--- config.mk ---
export PLATFORM = sky130hd
export DESIGN_NAME = stk_machine
export DESIGN_NICKNAME = d
export VERILOG_FILES = /design/src/rtl/stk_pkg.sv /design/src/rtl/stk_alu.sv /design/src/rtl/stk_ctrl.sv /design/src/rtl/stk_dp.sv /design/src/rtl/stk_machine.sv
export SDC_FILE = /design/constraint.sdc
export NUM_CORES = 1
export LEC_CHECK = 0
export BUFFER_PORTS_ARGS = -buffer_cell sky130_fd_sc_hd__buf_2
export CORE_MARGIN = 8
export CORE_UTILIZATION = 45
export DETAILED_ROUTE_END_ITERATION = 8
export GPL_ROUTABILITY_DRIVEN = 0
export MAX_ROUTING_LAYER = met4
export PLACE_DENSITY = 0.73
export RECOVER_POWER = 25
export SLEW_MARGIN = 15
export SYNTH_ARGS = -nofsm -noshare
export SYNTH_HDL_FRONTEND = slang
export SYNTH_HIERARCHICAL = 1
export SYNTH_SLANG_ARGS = --single-unit
--- constraint.sdc ---
create_clock -name clk -period 9.6 [get_ports clk]
set_input_delay 1.92 -clock clk [delete_from_list [all_inputs] [get_ports clk]]
set_output_delay 1.92 -clock clk [all_outputs]
set_load 0.01 [all_outputs]
--- src/rtl/stk_pkg.sv ---
package stk_pkg;

    localparam int OPC_W = 3;

    typedef enum logic [2:0] {
        K_PUSH, K_POP, K_NOP, K_ADD, K_SUB, K_STO, K_GET
    } op_e;

    typedef enum logic [3:0] {
        S_FETCH, S_LOAD_IR, S_DECODE, S_PUSH, S_RD_TOP,
        S_POP_DONE, S_RD_NEXT, S_GET_IND, S_WRITE, S_HALT
    } state_e;

    // Bit-serial style decode: the top bit is examined first, then the next.
    function automatic op_e decode_op(input logic [OPC_W-1:0] f);
        op_e r;
        if (f[2]) begin
            if (f[1]) r = f[0] ? K_GET : K_STO;
            else      r = f[0] ? K_SUB : K_ADD;
        end else begin
            if (f[1]) r = K_NOP;
            else      r = f[0] ? K_POP : K_PUSH;
        end
        return r;
    endfunction

endpackage

--- src/rtl/stk_alu.sv ---
module stk_alu #(
    parameter int W = 16
) (
    input  logic         sub,
    input  logic [W-1:0] t,
    input  logic [W-1:0] n,
    output logic [W-1:0] y
);
    logic [W-1:0] t_sel;
    logic [W-1:0] cin;

    // Subtract reuses the adder: complement of the top plus carry-in of one.
    always_comb begin
        t_sel = sub ? ~t : t;
        cin   = {{(W-1){1'b0}}, sub};
        y     = n + t_sel + cin;
    end

    always_comb begin
        if (!sub) a_r5_add_ok : assert (y == n + t);
        else      a_r6_sub_ok : assert (y == n - t);
    end
endmodule

--- src/rtl/stk_ctrl.sv ---
module stk_ctrl
    import stk_pkg::*;
(
    input  logic             clk,
    input  logic             rst,
    input  logic [OPC_W-1:0] opc,
    input  logic             brk_hit,
    output state_e           state,
    output op_e              op,
    output logic             halted
);
    state_e nxt;

    assign op     = decode_op(opc);
    assign halted = (state == S_HALT);

    always_comb begin
        nxt = state;
        unique case (state)
            S_FETCH:    nxt = brk_hit ? S_HALT : S_LOAD_IR;
            S_LOAD_IR:  nxt = S_DECODE;
            S_DECODE: begin
                if (op == K_PUSH)     nxt = S_PUSH;
                else if (op == K_NOP) nxt = S_FETCH;
                else                  nxt = S_RD_TOP;
            end
            S_PUSH:     nxt = S_FETCH;
            S_RD_TOP: begin
                if (op == K_POP)      nxt = S_POP_DONE;
                else if (op == K_GET) nxt = S_GET_IND;
                else                  nxt = S_RD_NEXT;
            end
            S_POP_DONE: nxt = S_FETCH;
            S_RD_NEXT:  nxt = S_WRITE;
            S_GET_IND:  nxt = S_WRITE;
            S_WRITE:    nxt = S_FETCH;
            S_HALT:     nxt = S_HALT;
            default:    nxt = S_FETCH;
        endcase
    end

    always_ff @(posedge clk) begin
        if (rst) state <= S_FETCH;
        else     state <= nxt;
    end

    a_r10_halt_sticky : assert property (@(posedge clk) disable iff (rst)
        (state == S_HALT) |=> (state == S_HALT));

    a_r9_spare_to_fetch : assert property (@(posedge clk) disable iff (rst)
        (state == S_DECODE && opc[2:1] == 2'b01) |=> (state == S_FETCH));
endmodule

--- src/rtl/stk_dp.sv ---
module stk_dp
    import stk_pkg::*;
#(
    parameter int DW = 16
) (
    input  logic             clk,
    input  logic             rst,
    input  state_e           state,
    input  op_e              op,
    input  logic [DW-1:0]    sp_init,
    input  logic             brk_en,
    input  logic [DW-1:0]    brk_addr,
    input  logic [DW-1:0]    mem_rdata,
    output logic [DW-1:0]    mem_addr,
    output logic [DW-1:0]    mem_wdata,
    output logic             mem_we,
    output logic [OPC_W-1:0] opc,
    output logic             brk_hit,
    output logic [DW-1:0]    pc,
    output logic [DW-1:0]    sp,
    output logic [DW-1:0]    acc
);
    localparam int IMM_W = DW - OPC_W;
    localparam logic [DW-1:0] ONE = {{(DW-1){1'b0}}, 1'b1};

    logic [DW-1:0] ir;
    logic [DW-1:0] tmp;
    logic [DW-1:0] alu_y;
    logic [DW-1:0] imm_ext;

    assign opc     = ir[DW-1 -: OPC_W];
    assign imm_ext = {{OPC_W{1'b0}}, ir[IMM_W-1:0]};
    assign brk_hit = brk_en && (pc == brk_addr);

    stk_alu #(.W(DW)) u_alu (
        .sub (op == K_SUB),
        .t   (tmp),
        .n   (mem_rdata),
        .y   (alu_y)
    );

    always_comb begin
        mem_addr  = pc;
        mem_wdata = '0;
        mem_we    = 1'b0;
        unique case (state)
            S_FETCH:   mem_addr = pc;
            S_PUSH: begin
                mem_addr  = sp + ONE;
                mem_wdata = imm_ext;
                mem_we    = 1'b1;
            end
            S_RD_TOP:  mem_addr = sp;
            S_RD_NEXT: mem_addr = sp - ONE;
            S_GET_IND: mem_addr = mem_rdata;
            S_WRITE: begin
                mem_we = 1'b1;
                if (op == K_STO) begin
                    mem_addr  = tmp;
                    mem_wdata = mem_rdata;
                end else if (op == K_GET) begin
                    mem_addr  = sp;
                    mem_wdata = mem_rdata;
                end else begin
                    mem_addr  = sp;
                    mem_wdata = alu_y;
                end
            end
            default:   mem_addr = pc;
        endcase
    end

    always_ff @(posedge clk) begin
        if (rst) begin
            pc  <= '0;
            sp  <= sp_init;
            acc <= '0;
            ir  <= '0;
            tmp <= '0;
        end else begin
            unique case (state)
                S_LOAD_IR: begin
                    ir <= mem_rdata;
                    pc <= pc + ONE;
                end
                S_PUSH:     sp <= sp + ONE;
                S_POP_DONE: begin
                    acc <= mem_rdata;
                    sp  <= sp - ONE;
                end
                S_RD_NEXT: begin
                    tmp <= mem_rdata;
                    sp  <= sp - ONE;
                    if (op == K_ADD || op == K_SUB) acc <= mem_rdata;
                end
                S_WRITE: if (op == K_STO) sp <= sp - ONE;
                default: ;
            endcase
        end
    end

    a_r2_pc_step : assert property (@(posedge clk) disable iff (rst)
        (state == S_LOAD_IR) |=> (pc == $past(pc) + ONE));

    a_r3_push_zero_ext : assert property (@(posedge clk) disable iff (rst)
        (mem_we && state == S_PUSH) |-> (mem_wdata[DW-1 -: OPC_W] == '0));

    a_r8_get_keeps_sp : assert property (@(posedge clk) disable iff (rst)
        (state == S_WRITE && op == K_GET) |=> $stable(sp) && $stable(acc));

    a_r10_no_write_halted : assert property (@(posedge clk) disable iff (rst)
        (state == S_HALT) |-> !mem_we);

    a_r10_halt_frozen : assert property (@(posedge clk) disable iff (rst)
        (state == S_HALT) |=> ($stable(pc) && $stable(sp) && $stable(acc)));
endmodule

--- src/rtl/stk_machine.sv ---
module stk_machine
    import stk_pkg::*;
#(
    parameter int DW = 16
) (
    input  logic          clk,
    input  logic          rst,
    input  logic [DW-1:0] sp_init,
    input  logic          brk_en,
    input  logic [DW-1:0] brk_addr,
    output logic [DW-1:0] mem_addr,
    output logic [DW-1:0] mem_wdata,
    output logic          mem_we,
    input  logic [DW-1:0] mem_rdata,
    output logic          halted,
    output logic [DW-1:0] pc_o,
    output logic [DW-1:0] sp_o,
    output logic [DW-1:0] acc_o
);
    state_e           state;
    op_e              op;
    logic [OPC_W-1:0] opc;
    logic             brk_hit;

    stk_ctrl u_ctrl (
        .clk     (clk),
        .rst     (rst),
        .opc     (opc),
        .brk_hit (brk_hit),
        .state   (state),
        .op      (op),
        .halted  (halted)
    );

    stk_dp #(.DW(DW)) u_dp (
        .clk       (clk),
        .rst       (rst),
        .state     (state),
        .op        (op),
        .sp_init   (sp_init),
        .brk_en    (brk_en),
        .brk_addr  (brk_addr),
        .mem_rdata (mem_rdata),
        .mem_addr  (mem_addr),
        .mem_wdata (mem_wdata),
        .mem_we    (mem_we),
        .opc       (opc),
        .brk_hit   (brk_hit),
        .pc        (pc_o),
        .sp        (sp_o),
        .acc       (acc_o)
    );

    a_r1_reset_quiet : assert property (@(posedge clk)
        rst |=> (pc_o == '0 && acc_o == '0 && !halted && !mem_we));
endmodule

== Word-level counts from Yosys, hierarchy flattened ==
Index checks and enable logic that the tools add are counted.
Storage, ports and cells
  flip-flop bits (word level): 84
  input port bits: 51
  output and inout port bits: 82
  logic and storage cells: 65
Cells by class
  $add $sub $neg: 5
  equality and inequality tests: 18
  multiplexer cells: 24
  bitwise gates (word level): 1
  reductions and logical operators: 11
Operators by type and width (count)
  $mux W16: 7
  $pmux W16 S5: 1
  $pmux W16 S2: 2
  $pmux W16 S3: 1
  $add A16 B1 Y16 const B: 2
  $pmux W4 S6: 1
  $add A16 B1 Y16: 1
  $add A16 B16 Y16: 1
  $eq A16 B16 Y1: 1
  $eq A4 B3 Y1 const B: 4
  $not A16 Y16: 1
  $sub A16 B1 Y16 const B: 1
  $mux W3: 5
  $mux W4: 3
  $eq A3 B3 Y1 const B: 3
  $eq A4 B2 Y1 const B: 2
  $eq A4 B4 Y1 const B: 2
  $eq A3 B2 Y1 const B: 2
  $reduce_or A2 Y1: 3
  $eq A4 B1 Y1 const B: 1
  $logic_not A4 Y1: 1
  $reduce_and A2 Y1: 2
  $reduce_bool A4 Y1: 1
  $eq A3 B1 Y1 const B: 1
  other kinds (8): 10

== Depth between registers and ports, before layout ==
  depth after elaboration: 10
  depth in mapped cells: 17
  gate-level depth less buffers: 14

== Hierarchy ==
The synthesis kept the hierarchy.
Modules (own cells, without submodules)
  stk_dp: times used 1, cells each 755, area an instance 5720.5 sq um, sequential area each 1761.7 sq um
  stk_alu: times used 1, cells each 115, area an instance 864.6 sq um, sequential area each 0.0 sq um
  stk_ctrl: times used 1, cells each 51, area an instance 432.9 sq um, sequential area each 80.1 sq um

== Worst setup path before layout ==
Ideal clock, no wire load.
  path type: input port to output port
  start point: in mem_rdata[0]
  end point: out mem_wdata[8]
  arrival: 3.648 ns
  data required time: 7.680 ns
  setup slack: 4.032 ns
  stages on the path: 10
  path buffers: 0
  cells stage by stage: mux2i_2 -> inv_1 -> fa_1 -> a21oi_1 -> o21bai_1 -> a21oi_1 -> o21ai_0 -> xor2_1 -> mux2i_1 -> o21ai_0
Between the ends
  word-level cells in the longest chain between the ends: 5
RTL lines
  start, declared: RTL line stk_machine.sv:14  | input logic [DW-1:0] mem_rdata,
  $add A16 B16 Y16: RTL line stk_alu.sv:16  | y = n + t_sel + cin;
  $add A16 B1 Y16: RTL line stk_alu.sv:16
  net u_dp.alu_y[8]: RTL line stk_dp.sv:28  | logic [DW-1:0] alu_y;
  $mux W16: RTL line stk_dp.sv:61  | end else if (op == K_GET) begin
  $mux W16: RTL line stk_dp.sv:58  | if (op == K_STO) begin
  $pmux W16 S2: RTL line stk_dp.sv:46  | unique case (state)
  end, declared: RTL line stk_machine.sv:12  | output logic [DW-1:0] mem_wdata,
The timed path passes the listed nets, and every way through them passes these cells.

== Worst setup path in the final report ==
  start point: in mem_rdata[0]
  end point: out mem_wdata[12]
Same word-level chain as after synthesis.

==> impl_metrics.tcl <==
set metrics [dict create \
    grt_max_degree 109 \
    ys_dominant_reg_cell "sky130_fd_sc_hd__dfxtp_1" \
    postRouteWirelength_um 22200 \
    setup_repair_after_global_routing_missed_its_margin "false" \
    antenna_diode_count 0 \
    hpwl_detailed_um 15800 \
    cts_resized 0 \
    initial_antenna_violation_count 0 \
    worstSetupPathType "in2out" \
    synth.area.top_cells "sky130_fd_sc_hd__dfxtp_1 19%, sky130_fd_sc_hd__nand2_1 7.2%, sky130_fd_sc_hd__edfxtp_1 6.8%" \
    worst_ep_required_time_ns 7.68 \
    timing.critical_path.slowest_cell_delay_ns 0.42 \
    cp_num_buf_inv 3 \
    via_count 7154 \
    clock_sinks 84 \
    rows 45 \
    grt_first_pass_wirelength_um 35500 \
    synth_top_area_share_pct 19.4 \
    num_io_pins 133 \
    final_hold_viol_count 0 \
    p_leak_uw 0.00323 \
    slew_headroom_pct -197 \
    route.detailed.drc 0 \
    yosysWarningCount 6 \
    synth_enable_flop_cells 16 \
    floorplan.core_area_um2 15200 \
    wl_met1_um 9580 \
    number_of_design_rule_violations_left_by_the_first_detailed_router_iteration 849 \
    synth-seq-cells 84 \
    via_per_inst 6.03 \
    die_w_um 141 \
    finalSetupViolCount 0 \
    htree_levels 3 \
    netlist_top_cells_count "135 x sky130_fd_sc_hd__nand2_1, 87 x sky130_fd_sc_hd__a21oi_1, 81 x sky130_fd_sc_hd__nor2_1, 68 x sky130_fd_sc_hd__dfxtp_1, 55 x sky130_fd_sc_hd__o21ai_0" \
    sequential_fraction_of_the_synthesis_area_pct 26.2 \
    fin_crit_sh_pct 63.1 \
    yosys.cell_types.count 86 \
    overflow 0 \
    number_of_maximum_capacitance_violations 1 \
    maxClockFrequency_ghz 0.165 \
    worst_setup_hold_path_clk_slew_ns 0.06 \
    post_route_cells_drive_above_1_share_pct 17.6 \
    worstSetupStartpointType "input pin" \
    worst_path_dominant_cell_family "compound AO/OA/AOI/OAI gates" \
    num-nets-final 1066 \
    topRoutingLayerUsed "met4" \
    floorplan.die.height_um 141 \
    initial_core_util_pct 46.2 \
    final_core_utilization_pct 51.9 \
    synthesis.area_um2 7020 \
    synth_nets 994 \
    drt-pass1-iter-count 6 \
    area_delta_synth_final_pct 12.4 \
    tns_ns 0 \
    die_area_um2 19800 \
    cp_slowest_cell "sky130_fd_sc_hd__fa_1" \
    synthesis.instances 921 \
    synth.most_common_cell "sky130_fd_sc_hd__nand2_1" \
    met3_length_um 1810 \
    input_output_buffers 132 \
    power_per_cell_area_nw_per_um2 171 \
    grt_pass1_vias 6638 \
    wl_met2_um 10400 \
    status "finished with violations" \
    worst-slew-pin-transition_ns 4.45 \
    cp.arrival_ns 4.14 \
    hold_buffers 0 \
    grt_usage_pct 22.7 \
    synthesis.area_per_instance_um2 7.62 \
    inserted_clock_buffers 9 \
    clock_insertion_delay_worst_skew_ns 0.36 \
    number_of_setup_buffers_added_after_cts 0 \
    finalClockSkew_ns 0.00632 \
    final_period_demand_of_the_worst_path_ns 6.06 \
    clock_tree.root_cell "sky130_fd_sc_hd__clkbuf_16" \
    tritoncts "built" \
    vdd_ir_drop_max_uv 94.0 \
    worst-r2r-setup-slack_ns 6.34 \
    timing_max_transition_violations_final 109 \
    crit_path_max_fanout 7 \
    p_total_uw 1350 \
    route.antenna.remaining_nets 0 \
    crit_chain "buf_2, mux2i_2, inv_1, fa_1, a21oi_1, o21bai_1, a21oi_1, o31ai_1, xnor2_1, mux2i_1, o21ai_0, buf_2" \
    asyncSetResetFlopFracSynth_pct 0 \
    ctsLongestPathBuffers 2 \
    fillerInstances 1488 \
    failed_checks "max-capacitance violations, max-slew violations" \
    synth_top_cell_by_area "sky130_fd_sc_hd__dfxtp_1" \
    drt-wirelength-per-cell_um 18.7 \
    timing.critical_path.to_type "output pin" \
    worst_min_path_class "reg2reg" \
]
## logic make-up after synthesis
logic type,count (synthesis),share of synthesized area (%)
AOI/OAI and AO/OA,238,21.4
xor gates and xnor gates,79,9.86
muxes,37,5.38
adders and majority gates,22,4.03
buffers and inverters,98,6.54
and+or+nand+nor,363,26.5
DFF,84,26.2
## layer usage
layer | global-route usage, % | up-vias
met4 | 7.52 | 0
met1 | 28.8 | 3367
met5 | - | -
met2 | 35.0 | 331
li1 | - | 3417
met3 | 5.17 | 39
## worst paths after layout
kind,startpoint,endpoint,cells past startpoint
max,mem_rdata[0],mem_wdata[12],12
min,u_dp/ir[7],u_dp/ir[7],2
max reg2reg,u_ctrl/state[3],u_dp/sp[14],5
min reg2reg,u_dp/ir[7],u_dp/ir[7],2
## placed cells by master, fill, tap and decap left out, types with 11 or more instances in the layout
master / instances
sky130_fd_sc_hd__ha_1: 21
sky130_fd_sc_hd__buf_2: 115
sky130_fd_sc_hd__xor2_1: 38
sky130_fd_sc_hd__nand2b_1: 15
sky130_fd_sc_hd__inv_1: 21
sky130_fd_sc_hd__nor3_1: 15
sky130_fd_sc_hd__nand2_1: 135
sky130_fd_sc_hd__nor2_1: 80
sky130_fd_sc_hd__clkbuf_1: 18
sky130_fd_sc_hd__o21ai_0: 54
sky130_fd_sc_hd__edfxtp_1: 16
sky130_fd_sc_hd__mux2i_1: 33
sky130_fd_sc_hd__nor2b_1: 16
sky130_fd_sc_hd__or3_1: 14
sky130_fd_sc_hd__nand3_1: 24
sky130_fd_sc_hd__a311oi_1: 11
sky130_fd_sc_hd__a21oi_1: 87
sky130_fd_sc_hd__dfxtp_1: 68
sky130_fd_sc_hd__xnor2_1: 41
sky130_fd_sc_hd__nor4_1: 12
## worst register-to-register path, stage by stage, from the launching register on
cell and delay (ns):
sky130_fd_sc_hd__dfxtp_1 0.96, sky130_fd_sc_hd__or4b_4 0.77, sky130_fd_sc_hd__nor2b_2 0.65, sky130_fd_sc_hd__nor2_1 0.08, sky130_fd_sc_hd__o21ai_1 0.21, sky130_fd_sc_hd__buf_4 0.28
## registers in the layout, indices dropped and copies added (netlist names)
name	cells
u_dp/pc	16
u_dp/tmp	16
u_dp/sp	16
u_ctrl/state	4
u_dp/acc	16
u_dp/ir	16
## layout make-up
cell class | count | area [µm²] | area share, %
clock inverters | 6 | 67.6 | 0.856
well taps | 188 | 235 | 2.98
inverters | 21 | 78.8 | 0.999
repair buffers | 138 | 681 | 8.63
multi-input cells | 739 | 4740 | 60.0
flip-flops and latches | 84 | 1840 | 23.3
clock buffers | 10 | 250 | 3.17
## per-stage QoR
step	std cells	hold WS (ns)	worst slack [ns]	cell area, µm²
after CTS	1186	0.456	3.57	7920
after detailed placement	1170	0.447	3.62	7600
after global placement	1170	0.442	3.62	7600
final	1186	0.456	3.54	7890
after global routing	1186	0.470	3.16	7890
after floorplan	921	0.437	4.03	7020
## power breakdown
part | total (µW) | internal, µW | switching (µW) | leakage (µW)
logic | 492 | 195 | 297 | 0.00237
clock network | 382 | 220 | 162 | 0.000159
registers | 473 | 400 | 72.7 | 0.000705
total | 1350 | 815 | 532 | 0.00323
(Power assumes the default switching activity.)
